<file path="src/rtl/nb_pkg.sv">
package nb_pkg;

  typedef enum logic [1:0] {
    NB_OP_ADD = 2'b00,
    NB_OP_SUB = 2'b01,
    NB_OP_NEG = 2'b10,
    NB_OP_ALT = 2'b11
  } nb_op_e;

  // Carry between digits: two's complement, legal values -1, 0, +1.
  typedef logic [1:0] nb_carry_t;

  localparam nb_carry_t NB_CY_ZERO = 2'b00;
  localparam nb_carry_t NB_CY_POS  = 2'b01;
  localparam nb_carry_t NB_CY_NEG  = 2'b11;

endpackage

</file>
<file path="src/rtl/nb_digit_cell.sv">
module nb_digit_cell
  import nb_pkg::*;
(
  input  logic      a_i,
  input  logic      b_i,
  input  nb_carry_t cy_i,
  output logic      d_o,
  output nb_carry_t cy_o
);

  // Signed local sum in the range -1 .. +3.
  logic signed [2:0] sum_s;

  always_comb begin
    sum_s = $signed({2'b00, a_i}) + $signed({2'b00, b_i})
          + $signed({cy_i[1], cy_i});
    d_o   = sum_s[0];
    // The digit weight of the next position is -2 times this one, so
    // sum = digit - 2*carry_out.
    unique case (sum_s)
      -3'sd1:  cy_o = NB_CY_POS;
      3'sd0:   cy_o = NB_CY_ZERO;
      3'sd1:   cy_o = NB_CY_ZERO;
      3'sd2:   cy_o = NB_CY_NEG;
      3'sd3:   cy_o = NB_CY_NEG;
      default: cy_o = NB_CY_ZERO;
    endcase
  end

endmodule

</file>
<file path="src/rtl/nb_ripple_adder.sv">
module nb_ripple_adder
  import nb_pkg::*;
#(
  parameter int WIDTH = 8
) (
  input  logic [WIDTH-1:0] x_i,
  input  logic [WIDTH-1:0] y_i,
  output logic [WIDTH-1:0] s_o,
  output nb_carry_t        cy_o
);

  nb_carry_t chain [0:WIDTH];

  assign chain[0] = NB_CY_ZERO;

  for (genvar k = 0; k < WIDTH; k++) begin : g_pos
    nb_digit_cell u_cell (
      .a_i  (x_i[k]),
      .b_i  (y_i[k]),
      .cy_i (chain[k]),
      .d_o  (s_o[k]),
      .cy_o (chain[k+1])
    );
  end

  assign cy_o = chain[WIDTH];

endmodule

</file>
<file path="src/rtl/nb_operand_stage.sv">
module nb_operand_stage
  import nb_pkg::*;
#(
  parameter int WIDTH = 8
) (
  input  logic [1:0]       op_i,
  input  logic [WIDTH-1:0] a_i,
  input  logic [WIDTH-1:0] b_i,
  output logic [WIDTH-1:0] x_o,
  output logic [WIDTH-1:0] y_o,
  output logic             flip_o
);

  localparam logic [WIDTH-1:0] ALL_ONES = {WIDTH{1'b1}};

  nb_op_e op_e;

  always_comb begin
    op_e   = nb_op_e'(op_i);
    x_o    = a_i;
    y_o    = b_i;
    flip_o = 1'b0;
    unique case (op_e)
      NB_OP_SUB: begin
        // Complemented minuend plus subtrahend, complemented afterwards.
        x_o    = ~a_i;
        y_o    = b_i;
        flip_o = 1'b1;
      end
      NB_OP_NEG: begin
        // Operand plus the all-ones base, complemented afterwards.
        x_o    = a_i;
        y_o    = ALL_ONES;
        flip_o = 1'b1;
      end
      default: begin
        x_o    = a_i;
        y_o    = b_i;
        flip_o = 1'b0;
      end
    endcase
  end

endmodule

</file>
<file path="src/rtl/nb_arith_unit.sv">
module nb_arith_unit
  import nb_pkg::*;
#(
  parameter int WIDTH = 8
) (
  input  logic             clk,
  input  logic             rst_n,
  input  logic             in_valid,
  input  logic [1:0]       op,
  input  logic [WIDTH-1:0] opa,
  input  logic [WIDTH-1:0] opb,
  output logic             out_valid,
  output logic [WIDTH-1:0] result,
  output logic             overflow
);

  logic [WIDTH-1:0] add_x, add_y, add_s;
  logic             flip;
  nb_carry_t        add_cy;

  logic [WIDTH-1:0] result_d, result_q;
  logic             ovf_d, ovf_q;
  logic             vld_d, vld_q;
  logic             load_en;

  nb_operand_stage #(.WIDTH(WIDTH)) u_stage (
    .op_i   (op),
    .a_i    (opa),
    .b_i    (opb),
    .x_o    (add_x),
    .y_o    (add_y),
    .flip_o (flip)
  );

  nb_ripple_adder #(.WIDTH(WIDTH)) u_adder (
    .x_i  (add_x),
    .y_i  (add_y),
    .s_o  (add_s),
    .cy_o (add_cy)
  );

  // Next-state logic.
  always_comb begin
    load_en  = in_valid;
    vld_d    = in_valid;
    result_d = result_q;
    ovf_d    = ovf_q;
    if (load_en) begin
      result_d = flip ? ~add_s : add_s;
      ovf_d    = (add_cy != NB_CY_ZERO);
    end
  end

  // State registers.
  always_ff @(posedge clk or negedge rst_n) begin
    if (!rst_n) begin
      vld_q    <= 1'b0;
      result_q <= '0;
      ovf_q    <= 1'b0;
    end else begin
      vld_q <= vld_d;
      if (load_en) begin
        result_q <= result_d;
        ovf_q    <= ovf_d;
      end
    end
  end

  assign out_valid = vld_q;
  assign result    = result_q;
  assign overflow  = ovf_q;

endmodule

</file>
<file path="config.mk">
export PLATFORM = sky130hd
export DESIGN_NAME = nb_arith_unit
export DESIGN_NICKNAME = d
export VERILOG_FILES = /design/src/rtl/nb_pkg.sv /design/src/rtl/nb_digit_cell.sv /design/src/rtl/nb_ripple_adder.sv /design/src/rtl/nb_operand_stage.sv /design/src/rtl/nb_arith_unit.sv
export SDC_FILE = /design/constraint.sdc
export NUM_CORES = 1
export LEC_CHECK = 0
export ABC_AREA = 1
export BUFFER_PORTS_ARGS = -buffer_cell sky130_fd_sc_hd__buf_2
export CAP_MARGIN = 20
export CORE_MARGIN = 8
export CORE_UTILIZATION = 30
export DETAILED_ROUTE_END_ITERATION = 10
export GPL_TIMING_DRIVEN = 1
export PLACE_DENSITY = 0.49
export SKIP_LAST_GASP = 1
export SYNTH_ARGS = -nofsm -noshare
export SYNTH_HDL_FRONTEND = slang
export SYNTH_SLANG_ARGS = --single-unit
</file>
<file path="constraint.sdc">
create_clock -name clk -period 0.8 [get_ports clk]
set_input_delay 0.16 -clock clk [delete_from_list [all_inputs] [get_ports clk]]
set_output_delay 0.16 -clock clk [all_outputs]
set_load 0.005 [all_outputs]
</file>
==> results.cfg, run 1 <==
[place]
io_buffers = 30
dp_hpwl_um = 2660
placed_cell_area_mm2 = 0.00184
gp_congestion = 0.747

[logic_synthesis]
ys.flop_type = dfrtp_1
synth_top_area_share_pct = 20.8
synth_area_mm2 = 0.00120
syn_inst = 140
synthTopCellsByArea = dfrtp_1 (21%), ha_1 (18%), fa_1 (12%)
yosysTopAreaCell = dfrtp_1
synth_commonest_cells = nand2_1 (28), inv_1 (20), ha_1 (17)
synth_edf_count = 0
synth-seq-cells = 10
syn_nets = 185
yosys_warnings = 0
synthArstFlopShare_pct = 100
ys_seq_area_share_pct = 20.8
synth_most_common_cell = nand2_1
syn_area_per_cell_um2 = 8.60
synthDistinctLibCells = 18

[worst_setup_path]
critPathRequiredTime_ns = 0.97
rrSetupSlack_ns = 0.08
arrival_ns = 6.92
slowest_delay_ns = 0.58
r2r-start = result[4]
slowest_stage = fa_2
reg2reg_depth = 3
reg2reg_to = result[4]
cp_max_fo = 3
crit_path_frequent_cell = ha_4
cp-start-kind = primary input
crit_path_end_kind = flip-flop
crit_type = in2reg

[cts]
cts.sinks = 10
clkLatencyLatePin_ns = 0.23
h-tree-depth = 1
cts-root-buf = clkbuf_8
clockBufferDepth = 2
clk_pin_slew_ns = 0.05
numCtsBuffers = 3
cts_tree = built

[routing]
wl_um = 3430
drc = 0
vias = 1198
postRouteAntennaNets = 0
wire_per_inst_um = 12.3
drt_iter0_markers = 30
viasPerCell = 4.31
drt_first_pass_iters = 4

[layout]
design_area_mm2 = 0.00219
drive_above_1_share_pct = 65.4
area_growth_pct = 81.6
fill_cells = 361
antennaDiodeCount = 0
num-nets-final = 274

[global_routing]
antenna_found_initial = 0
grt_max_degree = 18
grt_overflow = 0
grt_pass1_wl_um = 5730
grt_pass1_vias = 1279
grt_usage_pct = 11.1

[worst_hold_path]
min_to = out_valid
hp-start = in_valid
worstHoldPathType = in2reg
hold_depth = 1

[floorplan]
die_x_um = 79.3
dieArea_mm2 = 0.00629
die_h_um = 79.3
start_util_pct = 30.5
io_pins = 31
core_mm2 = 0.00394
num_rows = 23

[timing]
setup_viol = 19
grt_setup_unrepaired = true
min_period_over_period_pct = 844
fmax_ghz = 0.148
setup_slack_ns = -5.95
tns_ns = -29.47
worstMarginPinSlew_ns = 0.233
relSlewSlack_pct = 84.5
clock_skew_ns = 0
period_minus_slack_ns = 6.75
hold_viol = 0
drv_slew = 0

[outcome]
failed_checks = negative setup slack
outcome = finished with violations

[job]
maxCapViolCount = 0
## sequential cells by signal (all words and copies together) (netlist names)
signal	flops
result	8
out_valid	1
overflow	1
## layout by cell type (no fill, tap or decap), drive strengths merged
cell type,count
fa,7
dlygate4sd3,1
xor2,16
inv,21
o21ai,8
clkinv,1
buf,86
dfrtp,10
nand2,36
nand3,8
nand4,5
clkbuf,4
or2,8
ha,17
## routing by layer
metal / GRT usage [%] / up-vias / wire length, um
met2: 20.9 / 19 / 1860
met4: 1.67 / 0 / 7
li1: - / 612 / -
met1: 12.8 / 565 / 1390
met3: 2.14 / 2 / 165
met5: 0 / - / 0
## through the flow
stage | hold WS (ns) | instances | util [%] | setup slack, ns
detailed placement | 0.0381 | 246 | 46.6 | -6.43
CTS | 0.0751 | 275 | 54.0 | -5.93
global placement | 0.0251 | 246 | 46.6 | -6.30
global route | 0.0767 | 278 | 55.4 | -6.30
finish | 0.0719 | 278 | 55.4 | -5.95
floorplan | -0.136 | 140 | - | -6.05
## cells by family (layout without fill, tap and decap cells)
kind of cell	count (synthesis)	count (layout)	synth area share, %
AOI/OAI and AO/OA	8	8	3.33
DFF	10	10	20.8
adders and majority gates	24	24	29.3
and+or+nand+nor	57	57	27.1
buffers and inverters	25	113	7.80
xor gates and xnor gates	16	16	11.6
## worst max-delay path, delay by kind of cell
kind | cells | cell delay, ns
simple gates | 20 | 1.85
fa+ha+maj | 16 | 4.48
buf+inv | 6 | 0.41
## how the worst max path moves through the flow
stage / to / cells after the start / slack (ns) / startpoint
5_1_grt: overflow / 43 / -6.30 / op[0]
6_report: overflow / 42 / -5.95 / op[1]
2_1_floorplan: overflow / 41 / -6.05 / op[1]
4_1_cts: overflow / 42 / -5.93 / op[1]
3_3_place_gp: overflow / 40 / -6.30 / op[1]
3_5_place_dp: overflow / 46 / -6.43 / op[1]
## cell type report
type / count / area, um^2 / area share, %
Timing Repair Buffer: 87 / 633 / 29.0
Inverter: 22 / 98.8 / 4.52
Multi-Input combinational cell: 105 / 1090 / 49.7
Tap cell: 50 / 62.6 / 2.86
Clock buffer: 4 / 55.1 / 2.52
Sequential cell: 10 / 250 / 11.4
## what timing repair did
action	4_1_cts	5_1_grt
hold buffers	1	0
buffers inserted	24	4
pin swaps	32	5
gates resized for setup	17	8
endpoints found under the setup margin	19	19
endpoints found under the hold margin	10	0
Power of run 1 is not shown: default switching activity piles up to over one toggle a cycle in this logic, so the estimate is an artifact.
==> inputs of run 2 (changes only) <==
CORE_MARGIN = 3   (was 8)
==> run 2 against run 1 <==
  * The run still ends with negative setup slack left
  * Die area down 24%
  * Register-to-register slack lost 0.02 ns
  * Routed wire length fell by 9.0%
  * Largest cell class unchanged
==> results.cfg, run 2 (synthesized netlist as in run 1, its figures left out) <==
[timing]
min_period_over_period_pct = 842
relSlewSlack_pct = 84.9
setup_viol = 19
hold_viol = 0
clock_skew_ns = 0
fmax_ghz = 0.148
grt_setup_unrepaired = true
setup_slack_ns = -5.94
worstMarginPinSlew_ns = 0.226
period_minus_slack_ns = 6.74
drv_slew = 0

[layout]
design_area_mm2 = 0.00207
layout_common_cells = buf_4 (35), buf_2 (28), nand2_1 (19)
final_common_cell = buf_4
final_util_pct = 54.9
largest_reg_flops = 8
regArea_um2 = 250
area_growth_pct = 72.1
antennaDiodeCount = 0
drive_above_1_share_pct = 63.8
num-nets-final = 260
fill_cells = 361
multi_input_area_mm2 = 0.00109

[floorplan]
start_util_pct = 31.9
io_pins = 31
core_mm2 = 0.00377
dieArea_mm2 = 0.00481
die_h_um = 69.3
num_rows = 22
die_x_um = 69.3

[worst_hold_path]
hold_depth = 1
worstHoldPathType = in2reg
min_to = out_valid
hp-start = in_valid

[worst_setup_path]
cp-start-kind = primary input
r2r-start = result[4]
slowest_delay_ns = 0.57
crit_type = in2reg
path_buf_inv = 6
crit_path_frequent_cell = ha_4
crit_cells = 40
rrSetupSlack_ns = 0.06
crit_path_end_kind = flip-flop
reg2reg_depth = 3
reg2reg_to = result[4]
critPathRequiredTime_ns = 0.92
slowest_stage = fa_2
arrival_ns = 6.86
cp_max_fo = 3
crit_family = adder cells

[global_routing]
grt_max_degree = 18
grt_overflow = 0
antenna_found_initial = 0
grt_pass1_wl_um = 5390
grt_pass1_vias = 1258
grt_usage_pct = 13.8

[cts]
cts-root-buf = clkbuf_8
cts.sinks = 10
h-tree-depth = 1
clockBufferDepth = 2
cts_tree = built
numCtsBuffers = 3
clkLatencyLatePin_ns = 0.23
clk_pin_slew_ns = 0.05

[outcome]
failed_checks = negative setup slack
outcome = finished with violations

[routing]
wl_um = 3120
drt_first_pass_iters = 4
postRouteAntennaNets = 0
drc = 0
drt_iter0_markers = 12
vias = 1148
wire_per_inst_um = 12.0
viasPerCell = 4.40

[place]
placed_cell_area_mm2 = 0.00184
dp_hpwl_um = 2600
gp_congestion = 0.715
io_buffers = 30

[job]
maxCapViolCount = 0
run 2: cell count changes in the layout (fill, tap and decap cells not counted):
cell / change
nand2_2: +3
nand2_4: -2
clkbuf_8: -1
buf_4: -16
xor2_2: +1
xor2_1: -1
buf_6: +2
nand2_1: -1
run 2: stage by stage:
step / hold slack (ns) / setup WS (ns) / setup TNS, ns / instances
floorplan: -0.136 / -6.05 / -29.07 / 140
global placement: 0.0287 / -6.40 / -32.37 / 244
detailed placement: 0.0329 / -6.53 / -32.95 / 244
CTS: 0.0581 / -5.98 / -29.78 / 258
global route: 0.0578 / -6.30 / -31.33 / 261
finish: 0.0673 / -5.94 / -29.35 / 261
run 2: how the worst max path moves through the flow:
| stage | from | endpoint |
|---|---|---|
| after detailed placement | op[1] | overflow |
| after global placement | op[1] | overflow |
| after global routing | op[1] | overflow |
| after CTS | op[1] | overflow |
| after floorplan | op[1] | overflow |
| final | op[1] | overflow |
run 2: cell type report:
cell class,instances,area share [%]
Multi-Input combinational cell,105,52.4
Timing Repair Buffer,73,25.8
Sequential cell,10,12.1
Inverter,22,4.77
Tap cell,48,2.90
Clock buffer,3,1.99
run 2: metal layers:
| layer | vias to the layer above | share of wire [%] | GRT usage [%] |
|---|---|---|---|
| li1 | 583 | - | - |
| met1 | 545 | 38 | 14.3 |
| met2 | 16 | 59 | 28.8 |
| met3 | 4 | 1.9 | 1.01 |
| met4 | 0 | 0.90 | 3.25 |
| met5 | - | 0 | 0 |
run 2: timing repair:
action,in CTS,in global routing
endpoints found under the setup margin,19,19
hold buffers,1,0
buffers inserted,10,4
gates cloned,0,0
hold endpoints to repair,10,0
pin swaps,29,5
gates resized for setup,22,5
Power of run 2 is left out for the same reason.
==> inputs of run 3 (changes only) <==
BUFFER_PORTS_ARGS = not set   (was -buffer_cell sky130_fd_sc_hd__buf_2)
DONT_BUFFER_PORTS = 1   (was not set)
PLACE_DENSITY = 0.43   (was 0.49)
SYNTH_HIERARCHICAL = 1   (was not set)
==> run 3 against run 2 <==
  * The run still ends with negative setup slack left
  * Flip-flop and latch count unchanged
  * Via count is 9.1% higher
  * Hold slack got worse by 0.014 ns
  * Clock skew did not move
  * Utilization decreased by 11 points
  * Synthesized cell count is 61% higher
  * Global-route usage down 3.1 points
  * Highest routed layer unchanged
==> results.cfg, run 3 <==
[outcome]
outcome = finished with violations
failed_checks = negative setup slack

[routing]
wl_um = 3010
drt_first_pass_iters = 4
postRouteAntennaNets = 0
drc = 0
wire_per_inst_um = 9.56
drt_iter0_markers = 20
viasPerCell = 3.98
vias = 1253

[place]
dp_hpwl_um = 2410
gp_congestion = 0.691
io_buffers = 0

[logic_synthesis]
synth_area_mm2 = 0.00148
synth_commonest_cells = nand2_1 (82), inv_1 (59), ha_1 (18)
synth_edf_count = 0
ys_seq_area_share_pct = 16.9
yosysTopAreaCell = nand2_1
synth_most_common_cell = nand2_1
synth_top_area_share_pct = 20.8
synthDistinctLibCells = 14
syn_inst = 225
synthArstFlopShare_pct = 100
synthTopCellsByArea = nand2_1 (21%), dfrtp_1 (17%), ha_1 (15%)
synth-seq-cells = 10
ys.flop_type = dfrtp_1
yosys_warnings = 6
syn_area_per_cell_um2 = 6.56

[cts]
cts.sinks = 10
cts_tree = built
clk_pin_slew_ns = 0.04
h-tree-depth = 1
clockBufferDepth = 2
clkLatencyLatePin_ns = 0.23
numCtsBuffers = 3
cts-root-buf = clkbuf_8

[worst_setup_path]
cp-start-kind = primary input
crit_path_frequent_cell = inv_2
arrival_ns = 7.38
critPathRequiredTime_ns = 0.91
slowest_delay_ns = 0.48
crit_path_end_kind = flip-flop
reg2reg_depth = 2
crit_end = overflow
rrSetupSlack_ns = 0.15
cp_max_fo = 3
slowest_stage = fa_1
crit_type = in2reg
reg2reg_to = overflow
r2r-start = overflow
worstSetupStartpoint = op[1]

[worst_hold_path]
hp-start = in_valid
worstHoldPathType = in2reg

[timing]
finalHoldWorstSlack_ns = 0.0534
grt_setup_unrepaired = true
hold_viol = 0
clock_skew_ns = 0
setup_viol = 9
setup_slack_ns = -6.47
min_period_over_period_pct = 909
period_minus_slack_ns = 7.27
drv_slew = 0
fmax_ghz = 0.138

[layout]
num-nets-final = 299
layout_common_cells = nand2_1 (67), inv_1 (37), inv_2 (30)
final_common_cell = nand2_1
fill_cells = 507
final_util_pct = 44.2
area_growth_pct = 36.7
drive_above_1_share_pct = 42.0
antennaDiodeCount = 0
largest_reg_flops = 8

[global_routing]
grt_pass1_wl_um = 5240
grt_max_degree = 12
antenna_found_initial = 0
grt_pass1_vias = 1168
grt_usage_pct = 10.7
grt_overflow = 0

[floorplan]
dieArea_mm2 = 0.00580
die_x_um = 76.2
start_util_pct = 32.3
num_rows = 24
io_pins = 31
core_mm2 = 0.00456
die_h_um = 76.2

[job]
maxCapViolCount = 0
[run 3: logic make-up (layout without fill, tap and decap cells)]
logic type               after synthesis  after routing  synth area share, %
adder cells (fa/ha/maj)               26             26                 26.1
flip-flops                            10             10                 16.9
AO/OA/AOI/OAI                          1              1                0.339
other                                  1              3                0.254
AND/OR/NAND/NOR                      114            114                 35.8
buffers and inverters                 73             96                 20.6
[run 3: how the worst min path moves through the flow]
stage | slack [ns] | cells after the start | end
floorplan | -0.14 | 0 | out_valid
global placement | -0.14 | 0 | result[6]
detailed placement | -0.14 | 0 | result[6]
CTS | 0.06 | 2 | overflow
global route | 0.05 | 2 | result[7]
finish | 0.05 | 2 | result[7]
[run 3: routing by layer]
metal | wire length [um] | share of wire [%] | GRT usage [%] | up-vias
met5 | 0 | 0 | 0 | -
met4 | 27 | 0.90 | 2.72 | 0
met3 | 163 | 5.4 | 2.48 | 4
met2 | 1350 | 45 | 16.8 | 21
met1 | 1470 | 49 | 14.7 | 538
li1 | - | - | - | 690
[run 3: final cells by class]
cell class	instances	area, um^2	share of cell area (%)
multi-input combinational	144	1150	56.9
inverter	70	285	14.1
sequential	10	250	12.4
timing repair buffer	23	213	10.5
tap	65	81.3	4.03
clock buffer	3	41.3	2.05
[run 3: per-stage QoR]
step | cells | setup WS [ns] | cell area, um^2 | setup TNS, ns
after floorplan | 227 | -6.85 | 1560 | -34.74
after global placement | 308 | -6.84 | 1760 | -34.53
after detailed placement | 308 | -6.87 | 1760 | -34.60
after CTS | 314 | -6.59 | 1870 | -32.16
after global routing | 315 | -6.94 | 2020 | -33.49
final | 315 | -6.47 | 2020 | -31.08
[run 3: repair_timing]
action	in CTS	in global routing
setup buffers	2	3
hold buffers	2	0
hold endpoints to repair	11	0
pin swaps	7	20
gates resized for setup	18	43
setup endpoints to repair	9	15
[run 3: critical path, delay by kind of cell]
| family | cells | cell delay (ns) |
|---|---|---|
| buffers and inverters | 18 | 0.91 |
| AOI/OAI and AO/OA | 1 | 0.11 |
| adders and majority gates | 17 | 4.77 |
| and+or+nand+nor | 19 | 1.44 |
Power of run 3 is left out for the same reason.
